$ cat config.mk
export PLATFORM = sky130hd
export DESIGN_NAME = rsp_reorder
export DESIGN_NICKNAME = d
export VERILOG_FILES = /design/src/rtl/rob_pkg.sv /design/src/rtl/lowbit_pick.sv /design/src/rtl/id_queue.sv /design/src/rtl/rsp_reorder.sv
export SDC_FILE = /design/constraint.sdc
export NUM_CORES = 1
export LEC_CHECK = 0
export BUFFER_PORTS_ARGS = -buffer_cell sky130_fd_sc_hd__buf_4
export CORE_MARGIN = 8
export CORE_UTILIZATION = 50
export DETAILED_ROUTE_END_ITERATION = 8
export MAX_ROUTING_LAYER = met4
export PLACE_DENSITY = 0.68
export SLEW_MARGIN = 20
export SYNTH_ARGS = -nofsm -noshare
export SYNTH_HDL_FRONTEND = slang
export SYNTH_SLANG_ARGS = --single-unit
$ cat constraint.sdc
create_clock -name clk -period 8.4 [get_ports clk]
set_input_delay 0.84 -clock clk [delete_from_list [all_inputs] [get_ports clk]]
set_output_delay 0.84 -clock clk [all_outputs]
set_load 0.02 [all_outputs]
$ cat src/rtl/rob_pkg.sv
package rob_pkg;
    typedef enum logic [1:0] {
        RK_OK   = 2'd0,
        RK_ERR  = 2'd1,
        RK_INTR = 2'd2
    } rsp_kind_e;

    // source bit carried at the top of an interrupt record
    localparam logic SRC_CHAIN = 1'b0;
    localparam logic SRC_WRERR = 1'b1;
endpackage

$ cat src/rtl/lowbit_pick.sv
module lowbit_pick #(
    parameter int N = 4,
    localparam int W = $clog2(N)
) (
    input  logic [N-1:0] avail,
    output logic         any,
    output logic [W-1:0] idx
);
    always_comb begin
        any = |avail;
        idx = '0;
        for (int i = N - 1; i >= 0; i--) begin
            if (avail[i]) idx = W'(i);
        end
    end
endmodule

$ cat src/rtl/id_queue.sv
module id_queue #(
    parameter int DEPTH = 4,
    parameter int W     = 2,
    localparam int PW   = $clog2(DEPTH)
) (
    input  logic         clk,
    input  logic         rst,
    input  logic         push,
    input  logic [W-1:0] din,
    input  logic         pop,
    output logic [W-1:0] dout,
    output logic         empty
);
    logic [W-1:0]  slots [DEPTH];
    logic [PW-1:0] wp, rp;
    logic [PW:0]   cnt;

    assign empty = (cnt == '0);
    assign dout  = slots[rp];

    always_ff @(posedge clk) begin
        if (rst) begin
            wp  <= '0;
            rp  <= '0;
            cnt <= '0;
        end else begin
            if (push) begin
                slots[wp] <= din;
                wp <= (wp == PW'(DEPTH - 1)) ? '0 : wp + 1'b1;
            end
            if (pop) rp <= (rp == PW'(DEPTH - 1)) ? '0 : rp + 1'b1;
            cnt <= cnt + (PW+1)'(push) - (PW+1)'(pop);
        end
    end
endmodule

$ cat src/rtl/rsp_reorder.sv
module rsp_reorder
    import rob_pkg::*;
#(
    parameter int DATA_W    = 8,
    parameter int SIZE_W    = 3,
    parameter int TXN_MAX   = 4,
    parameter int MEM_DEPTH = 16,
    localparam int ID_W  = $clog2(TXN_MAX),
    localparam int PTR_W = $clog2(MEM_DEPTH),
    localparam int CNT_W = $clog2(MEM_DEPTH + 1) + 1,
    localparam int MW_W  = DATA_W + 1,
    localparam int ST_W  = 1 + ID_W + DATA_W
) (
    input  logic              clk,
    input  logic              rst,
    input  logic              iss_valid,
    input  logic              iss_write,
    input  logic [SIZE_W-1:0] iss_len,
    output logic              iss_ready,
    output logic [ID_W-1:0]   iss_id,
    input  logic              in_valid,
    input  logic [1:0]        in_kind,
    input  logic [ID_W-1:0]   in_id,
    input  logic [DATA_W-1:0] in_data,
    output logic              in_ready,
    output logic              rsp_valid,
    output logic              rsp_error,
    output logic [DATA_W-1:0] rsp_data,
    input  logic              rsp_ack,
    output logic              irq_req,
    output logic [ST_W-1:0]   irq_status,
    input  logic              irq_ack,
    output logic              mem_we,
    output logic [PTR_W-1:0]  mem_waddr,
    output logic [MW_W-1:0]   mem_wdata,
    output logic              mem_re,
    output logic [PTR_W-1:0]  mem_raddr,
    input  logic [MW_W-1:0]   mem_rdata
);
    // per-tag state
    logic [TXN_MAX-1:0] t_busy, t_wr;
    logic [CNT_W-1:0]   t_pend [TXN_MAX];
    logic [CNT_W-1:0]   t_left [TXN_MAX];
    logic [CNT_W-1:0]   t_cnt  [TXN_MAX];
    logic [PTR_W-1:0]   t_head [TXN_MAX];
    logic [PTR_W-1:0]   t_tail [TXN_MAX];
    // per-entry state
    logic [PTR_W-1:0]     link [MEM_DEPTH];
    logic [MEM_DEPTH-1:0] errb, free_map;
    logic [CNT_W-1:0]     resv, resv_nxt;
    logic                 rd_pend;

    logic             id_any, ent_any, hq_empty;
    logic [ID_W-1:0]  new_id, hq_id;
    logic [PTR_W-1:0] ent_new, fptr;
    logic [CNT_W-1:0] need, err_drop;
    logic             iss_fire, acc, is_intr, hit_wr, app, wr_err, in_err;
    logic             fetch, flast, fetch_same, list_empty;
    rsp_kind_e        kind;

    lowbit_pick #(.N(TXN_MAX))   u_tag_pick (.avail(~t_busy),  .any(id_any),  .idx(new_id));
    lowbit_pick #(.N(MEM_DEPTH)) u_ent_pick (.avail(free_map), .any(ent_any), .idx(ent_new));

    id_queue #(.DEPTH(TXN_MAX), .W(ID_W)) u_order (
        .clk(clk), .rst(rst),
        .push(iss_fire && !iss_write), .din(new_id),
        .pop(fetch && flast), .dout(hq_id), .empty(hq_empty)
    );

    always_comb begin
        need      = iss_write ? CNT_W'(1) : CNT_W'(iss_len) + CNT_W'(1);
        iss_ready = id_any && ((resv + need) <= CNT_W'(MEM_DEPTH));
        iss_id    = new_id;
        iss_fire  = iss_valid && iss_ready;

        kind     = rsp_kind_e'(in_kind);
        in_ready = !irq_req;
        acc      = in_valid && in_ready;
        in_err   = (kind == RK_ERR);
        is_intr  = acc && (kind == RK_INTR);
        hit_wr   = acc && !is_intr && t_wr[in_id];
        app      = acc && !is_intr && !t_wr[in_id] && ent_any;
        wr_err   = hit_wr && in_err;
        err_drop = (app && in_err) ? t_pend[in_id] - CNT_W'(1) : '0;

        fptr  = t_head[hq_id];
        fetch = !hq_empty && (t_cnt[hq_id] != '0) && !rd_pend && !rsp_valid;
        flast = errb[fptr] || (t_left[hq_id] == CNT_W'(1));
        fetch_same = fetch && (hq_id == in_id);
        list_empty = (t_cnt[in_id] - CNT_W'(fetch_same)) == '0;

        resv_nxt = resv + (iss_fire ? need : '0) - CNT_W'(fetch)
                 - CNT_W'(hit_wr) - err_drop;

        mem_we    = app;
        mem_waddr = ent_new;
        mem_wdata = {in_err, in_data};
        mem_re    = fetch;
        mem_raddr = fptr;
    end

    always_ff @(posedge clk) begin
        if (rst) begin
            t_busy   <= '0;
            t_wr     <= '0;
            free_map <= '1;
            resv     <= '0;
            rd_pend  <= 1'b0;
            rsp_valid <= 1'b0;
            rsp_error <= 1'b0;
            rsp_data  <= '0;
            irq_req    <= 1'b0;
            irq_status <= '0;
            for (int i = 0; i < TXN_MAX; i++) t_cnt[i] <= '0;
        end else begin
            resv    <= resv_nxt;
            rd_pend <= fetch;

            if (iss_fire) begin
                t_busy[new_id] <= 1'b1;
                t_wr[new_id]   <= iss_write;
                t_pend[new_id] <= need;
                t_left[new_id] <= need;
            end
            if (hit_wr) t_busy[in_id] <= 1'b0;

            for (int i = 0; i < TXN_MAX; i++) begin
                t_cnt[i] <= t_cnt[i] + CNT_W'(app && (in_id == ID_W'(i)))
                                     - CNT_W'(fetch && (hq_id == ID_W'(i)));
            end

            if (fetch) begin
                t_head[hq_id]  <= link[fptr];
                t_left[hq_id]  <= t_left[hq_id] - CNT_W'(1);
                free_map[fptr] <= 1'b1;
                if (flast) t_busy[hq_id] <= 1'b0;
            end
            if (app) begin
                t_pend[in_id]     <= in_err ? '0 : t_pend[in_id] - CNT_W'(1);
                errb[ent_new]     <= in_err;
                free_map[ent_new] <= 1'b0;
                t_tail[in_id]     <= ent_new;
                if (list_empty) t_head[in_id] <= ent_new;
                else            link[t_tail[in_id]] <= ent_new;
            end

            if (rd_pend) begin
                rsp_valid <= 1'b1;
                rsp_error <= mem_rdata[DATA_W];
                rsp_data  <= mem_rdata[DATA_W-1:0];
            end else if (rsp_valid && rsp_ack) begin
                rsp_valid <= 1'b0;
            end

            if (irq_req && irq_ack) irq_req <= 1'b0;
            if (is_intr) begin
                irq_req    <= 1'b1;
                irq_status <= {SRC_CHAIN, in_id, in_data};
            end else if (wr_err) begin
                irq_req    <= 1'b1;
                irq_status <= {SRC_WRERR, in_id, in_data};
            end
        end
    end
endmodule

After elaboration in Yosys (flattened, before gate mapping)

Memory sizes are Yosys's and may differ from the RTL's. A register that Yosys moved wholly into a read port is not among the register bits.
Cells that the tools add are included.

Flip-flop bits (word level): 76
Bits in latches: 0
Bits in writable memories: 176
Bits in read-only memories: 0
Input port bits: 31
Output and inout port bits: 45
Word-level logic and storage cells: 218
Memories kept: 7

Memory list:

| name            | words | width | read ports | clocked after memory_dff | wr ports | line              | text |
|---|---|---|---|---|---|---|---|
| link            | 16    | 4     | 1          | 0                        | 1        | rsp_reorder.sv:48 | `logic [PTR_W-1:0] link [MEM_DEPTH];` |
| t_cnt           | 4     | 6     | 6          | 0                        | 4        | rsp_reorder.sv:44 | `logic [CNT_W-1:0] t_cnt [TXN_MAX];` |
| t_left          | 4     | 6     | 1          | 0                        | 2        | rsp_reorder.sv:43 | `logic [CNT_W-1:0] t_left [TXN_MAX];` |
| t_pend          | 4     | 6     | 1          | 0                        | 2        | rsp_reorder.sv:42 | `logic [CNT_W-1:0] t_pend [TXN_MAX];` |
| t_head          | 4     | 4     | 1          | 0                        | 2        | rsp_reorder.sv:45 | `logic [PTR_W-1:0] t_head [TXN_MAX];` |
| t_tail          | 4     | 4     | 1          | 0                        | 1        | rsp_reorder.sv:46 | `logic [PTR_W-1:0] t_tail [TXN_MAX];` |
| 1 more memories | -     | -     | -          | -                        | -        | -                 |  |

Add/subtract/negate cells: 21
Multiply operators: 0
Div/mod/pow operators: 0
$lt $le $gt $ge: 11
Eq/ne operators: 12
Shift-type cells: 0
Muxes and demuxes: 87
Bitwise gates (word level): 14
Reduce and logical (&&, ||, !) cells: 51

Operators with widths:

| kind                | count |
|---|---|
| $mux 4              | 24 |
| $mux 16             | 3 |
| $sub 6x1->6         | 7 |
| $mux 6              | 6 |
| $mux 1              | 35 |
| $logic_and 1x1->1   | 31 |
| $add 6x1->6         | 4 |
| $mux 10             | 2 |
| $and 16x16->16      | 1 |
| $bwmux 16           | 1 |
| $mux 2              | 8 |
| $not 16->16         | 1 |
| $or 16x16->16       | 1 |
| $reduce_or 16->1    | 1 |
| $eq 2x2->1 const B  | 7 |
| $add 6x4->6         | 2 |
| $not 4->4           | 3 |
| $sub 6x1->6 const B | 2 |
| $lt 4x5->1 const B  | 2 |
| $lt 2x3->1 const B  | 3 |
| $and 4x4->4         | 2 |
| $demux 1 s4         | 2 |
| $ge 4x1->1 const B  | 2 |
| $logic_not 1->1     | 7 |
| other kinds (27)    | 39 |

Depth between registers and ports, before layout

Word-level depth: 23
Gate-level depth with buffers: 23
Depth with buffers taken out: 22

Modules after synthesis

From an unflattened synthesis, not the netlist that was laid out.

Cell total of the unflattened synthesis: 1,102
Area total of the unflattened synthesis: 12,772.2 um^2

By module, submodules not included:

| module                   | times used | cells each | area an instance (um^2) | sequential area each (um^2) |
|---|---|---|---|---|
| rsp_reorder              | 1          | 1,009      | 11,821.3                | 6,346.1 |
| id_queue                 | 1          | 52         | 739.5                   | 420.4 |
| lowbit_pick (u_ent_pick) | 1          | 34         | 176.4                   | 0.0 |
| lowbit_pick (u_tag_pick) | 1          | 7          | 35.0                    | 0.0 |

Least setup slack after synthesis

Ideal clock, no wire load.

Path kind: input -> register
Start: in iss_len[0]
End: reg resv[5]
Setup time: 0.071 ns
Arrival: 5.350 ns
Required time: 8.329 ns
Slack: 2.979 ns
Stages: 22
Buffers on the path: 1
Path through: ha_1 -> nand2b_1 -> clkbuf_1 -> inv_1 -> ha_1 -> a21o_1 -> a21o_1 -> xor2_1 -> o41ai_1 -> o2111ai_1 -> nor3_1 -> nand2_1 -> fa_1 -> inv_1 -> ha_1 -> a21o_1 -> a21o_1 -> a21o_1 -> a21oi_1 -> xor2_1 -> or3_1 -> a21oi_1

Longest elaborated chain between the ends: 11

Ends and longest elaborated chain:

| element              | line               | text |
|---|---|---|
| start, declared      | rsp_reorder.sv:18  | `input logic [SIZE_W-1:0] iss_len,` |
| $add 3x1->4 (*)      | rsp_reorder.sv:71  | `need = iss_write ? CNT_W'(1) : CNT_W'(iss_len) + CNT_W'(1);` |
| $mux 4 (*)           | rsp_reorder.sv:71  |  |
| $add 6x4->6          | rsp_reorder.sv:72  | `iss_ready = id_any && ((resv + need) <= CNT_W'(MEM_DEPTH));` |
| $le 6x5->1           | rsp_reorder.sv:72  |  |
| $logic_and 1x1->1    | rsp_reorder.sv:72  |  |
| $logic_and 1x1->1    | rsp_reorder.sv:74  | `iss_fire = iss_valid && iss_ready;` |
| $mux 4 (*)           | rsp_reorder.sv:92  | `resv_nxt = resv + (iss_fire ? need : '0) - CNT_W'(fetch)` |
| $add 6x4->6 (*)      | rsp_reorder.sv:92  |  |
| $sub 6x1->6 (*)      | rsp_reorder.sv:92  |  |
| $sub 6x1->6 (*)      | rsp_reorder.sv:93  | `- CNT_W'(hit_wr) - err_drop;` |
| $sub 6x6->6 (*)      | rsp_reorder.sv:93  |  |
| end signal, assigned | rsp_reorder.sv:116 | `resv <= resv_nxt;` |
| end, declared        | rsp_reorder.sv:50  | `logic [CNT_W-1:0] resv, resv_nxt;` |

Mark *: on every way between the ends. The rest lies on a longest branch, timed or not.
A chain may end at the register's enable or synchronous reset.

Final worst setup path

Start: in iss_write
End: reg resv[5]

Longest elaborated chain between the ends: 10

Ends and longest elaborated chain:

| element           | line              | text |
|---|---|---|
| start, declared   | rsp_reorder.sv:17 | `input logic iss_write,` |
| $mux 4 (*)        | rsp_reorder.sv:71 |  |
| $add 6x4->6       | rsp_reorder.sv:72 |  |
| $le 6x5->1        | rsp_reorder.sv:72 |  |
| $logic_and 1x1->1 | rsp_reorder.sv:72 |  |
| $logic_and 1x1->1 | rsp_reorder.sv:74 |  |
| $mux 4 (*)        | rsp_reorder.sv:92 |  |
| $add 6x4->6 (*)   | rsp_reorder.sv:92 |  |
| $sub 6x1->6 (*)   | rsp_reorder.sv:92 |  |
| $sub 6x1->6 (*)   | rsp_reorder.sv:93 |  |
| $sub 6x6->6 (*)   | rsp_reorder.sv:93 |  |

Marked as above.

==> metrics.sh <==
VIAS=8433
DRV_SLEW=0
FINALSETUPVIOLCOUNT=0
CRIT_ARRIVAL_NS=6.02
CRITICAL_PATH.SLOWEST_CELL='nor3_1'
SYNTHTOLAYOUTAREAGROWTH_PCT=12.4
SYNTH-SEQ-AREA-SHARE_PCT=52.2
POST_CTS_BUFFERS=0
HOLD_CLASS='register to register'
P_CLK_SHARE_PCT=27.1
MAX_CLOCK_SKEW_NS=0.0157
CP_NUM_BUF_INV=3
WORSTPATHCELLLIST='buf_4 > nor2b_1 > inv_1 > ha_1 > fa_1 > a21o_1 > a21oi_1 > xnor2_1 > o41ai_1 > o2111ai_1 > nor3_1 > inv_1 > nor2_1 > fa_1 > ha_1 > a21o_1 > a21o_1 > a21oi_1 > xor2_1 > or3_1 > a21oi_1'
CP_MAX_FO=8
REGTOREGENDPOINT='resv[5]'
DETAIL_ROUTE.WIRELENGTH_UM=28700
CTS.HTREE.LEVELS=1
INSERTION_DELAY_NS=0.55
ROUTE.DETAILED.VIAS_PER_INST=5.56
SYNTH_FP_NETS=1191
TIMING.CRITICAL_PATH.FROM='iss_write'
FINALHOLDVIOLATIONS=0
PATH_CLK_SLEW_NS=0.06
FIN_CRIT_SH_PCT=66.0
NUM_ROWS=59
RSZ_0062_RAISED_AFTER_GLOBAL_ROUTING='no'
FLOORPLAN.DIE.WIDTH_UM=177
TRITONCTS='built'
IO_BUFFER_COUNT=75
LEAKAGE_DISSIPATION_nW=5.79
START_UTIL_PCT=50.3
NETSWITCHINGPOWER_W=0.00141
POST_SYNTH_INSTANCE_AREA_UM2=13000
REQUIRED_NS=8.87
DIEAREA_UM2=31300
CORE_UM2=25800
CRITICAL_PATH.MAX_STAGE_DELAY_NS=0.57
SWITCHING_SHARE_OF_POWER_PCT=33.6
MAX_FREQ_MHz=180
NETLIST_INSTANCES=1097
TNS_NS=0
YOSYS_MOST_USED_DFF='edfxtp_1'
POSTCTS_RESIZE_CNT=0
SYNTH_EDF_COUNT=168
CLOCK_TREE.ROOT_CELL='clkbuf_16'
POSTSYNTHREGISTERBITS=254
SYN_AVG_CELL_AREA_UM2=11.8
DRC=0
DP_HPWL_UM=20200
WORSTSETUPSTARTPOINTTYPE='primary input'
WIRE_LENGTH_PER_CELL_AFTER_DETAILED_ROUTING_UM=18.9
VDD_IR_DROP_MAX_uV=209
TIMING.SETUP.CRITICAL_PATH_CLASS='primary input to register'
DR.FIRST_ITER.DRC_COUNT=607
PIN_COUNT=76
CRIT_PATH_END='resv[5]'
FP.DIEH_UM=177
INSERTEDDIODECOUNT=0
TIMING.MAX_CAP.VIOLATIONS=0
MAXIMUM_NUMBER_OF_PINS_ON_ONE_NET_BEFORE_GLOBAL_ROUTE_REPAIR=68
FINALCRITICALPERIOD_NS=5.54
SYNTH-ASYNC-RESET-RATIO_PCT=0
NUMCTSBUFFERS=28
NETLIST-CELL-TYPE-COUNT=61
MAX_SLEW.WORST_PIN.SLEW_NS=1.00
WORST_SETUP_PATH_END_KIND='register'
COMB_POWER_SHARE_PCT=35.6
ANTENNA_FOUND_INITIAL=0
CLOCK_PATH_BUFFERS=3
MAX-SLEW-MARGIN-REL_PCT=32.5
DETAILEDROUTE.FIRSTPASSITERATIONCOUNT=5
SETUP.REG_TO_REG.WORST_SLACK_NS=3.12
FINALWEIGHTEDCONGESTION=0.845
LAYOUT_COMMON_CELLS='168 x edfxtp_1, 137 x mux2i_1, 134 x nor2_1, 92 x inv_1, 89 x buf_4'
FINAL_NETS=1257
P_SEQ_SHARE_PCT=37.3
GLOBALROUTE.TOTALOVERFLOW=0
CRITICAL-PATH-TOP-DELAY-FAMILY='simple AND/OR/NAND/NOR gates'
GRT_USAGE_PCT=18.8
GRT_FIRST_PASS_WIRELENGTH_UM=45500
MOSTFREQUENTLAYOUTCELL='edfxtp_1'
TIMING.REG2REG.WORST_PATH_DEPTH=17
POWER.INTERNAL_W=0.00278
ANTENNA_NETS_POST_ROUTE=0
CTS_HOLD_BUFFERS=0
FIRST_GLOBAL_VIAS=8641
YOSYS_WARNINGS=0
CP_NUM_CELLS=21
FINAL_CORE_UTILIZATION_PCT=56.5
DRIVE_GT1_SHARE_PCT=15.5
POWER-PER-CELL-AREA_nW_PER_UM2=288
SINK_COUNT=254
STATUS='finished, final reports clean'
## logic make-up after synthesis
group,after synthesis,synth area share [%]
flops,254,52.2
fa+ha+maj,63,6.78
xor+xnor,43,2.91
mux,166,15.0
compound gates,133,6.95
buf+inv,150,5.53
simple gates,288,10.6
## Yosys cell counts, types with 16 or more instances
library cell	n	area (um^2)
xor2_1	24	210
a21o_1	17	128
nor3_1	36	180
edfxtp_1	168	5040
ha_1	51	638
a31oi_1	18	113
xnor2_1	19	166
mux2i_1	138	1380
dfxtp_1	86	1720
inv_1	92	345
clkbuf_1	22	82.6
nor2b_1	16	100
mux4_2	20	450
a211oi_1	18	135
nand2_1	35	131
nor2_1	134	503
a21oi_1	41	205
## stage by stage
stage	instances	hold slack [ns]	power, W	area (um^2)	setup WS, ns
2_1_floorplan	1097	0.455	0.00276	13000	2.98
3_3_place_gp	1468	0.475	0.00305	13700	2.41
3_5_place_dp	1468	0.484	0.00309	13700	2.26
4_1_cts	1517	0.497	0.00423	14600	2.83
5_1_grt	1517	0.512	0.00445	14600	2.44
6_report	1517	0.491	0.00419	14600	2.86
## how the worst min path moves through the flow
stage	from	endpoint	slack (ns)	cells past startpoint
after floorplan	t_wr[2]	t_wr[2]	0.45	2
after global placement	rsp_data[5]	rsp_data[5]	0.47	2
after detailed placement	rsp_data[2]	rsp_data[2]	0.48	2
after CTS	rsp_data[2]	rsp_data[2]	0.50	2
after global routing	irq_status[4]	irq_status[4]	0.51	2
final	rsp_data[2]	rsp_data[2]	0.49	2
## state kept, by name, summed over array words and instances (netlist names), named ones only
name           cells
rsp_valid          1
t_wr               4
irq_status        11
rsp_error          1
t_tail            16
errb              16
u_order.cnt        3
link              64
free_map          16
t_busy             4
irq_req            1
rsp_data           8
t_cnt             24
u_order.rp         2
u_order.slots      8
u_order.wp         2
t_head            16
resv               6
t_pend            24
rd_pend            1
t_left            24
## power groups by stage
stage / Sequential, W / Clock [W] / Combinational, W
2_1_floorplan: 0.00157 / 0 / 0.00119
3_3_place_gp: 0.00158 / 0 / 0.00147
3_5_place_dp: 0.00159 / 0 / 0.00150
4_1_cts: 0.00156 / 0.00116 / 0.00151
5_1_grt: 0.00158 / 0.00121 / 0.00167
6_report: 0.00156 / 0.00114 / 0.00149
## routing by layer
layer  GRT usage [%]  vias to the layer above  wire length, um
li1                -                     4054                -
met4            5.92                        0              830
met1            23.3                     4113            12400
met5               -                        -                0
met3            2.43                       59             1220
met2            31.6                      207            14200
## area by class of cell
class                           instances  area, um^2
Clock buffer                           38         790
Clock inverter                         11        66.3
Multi-Input combinational cell        693        5490
Sequential cell                       254        6770
Inverter                               97         364
Timing Repair Buffer                   89         668
Fill cell                            2176       11200
Tap cell                              335         419
## tightest hold or removal path, cell delays in order, from the launching register on
cell	delay [ns]
dfxtp_1	0.32
mux2i_1	0.06
nor2_1	0.07
Power figures use the tool's default switching activity.
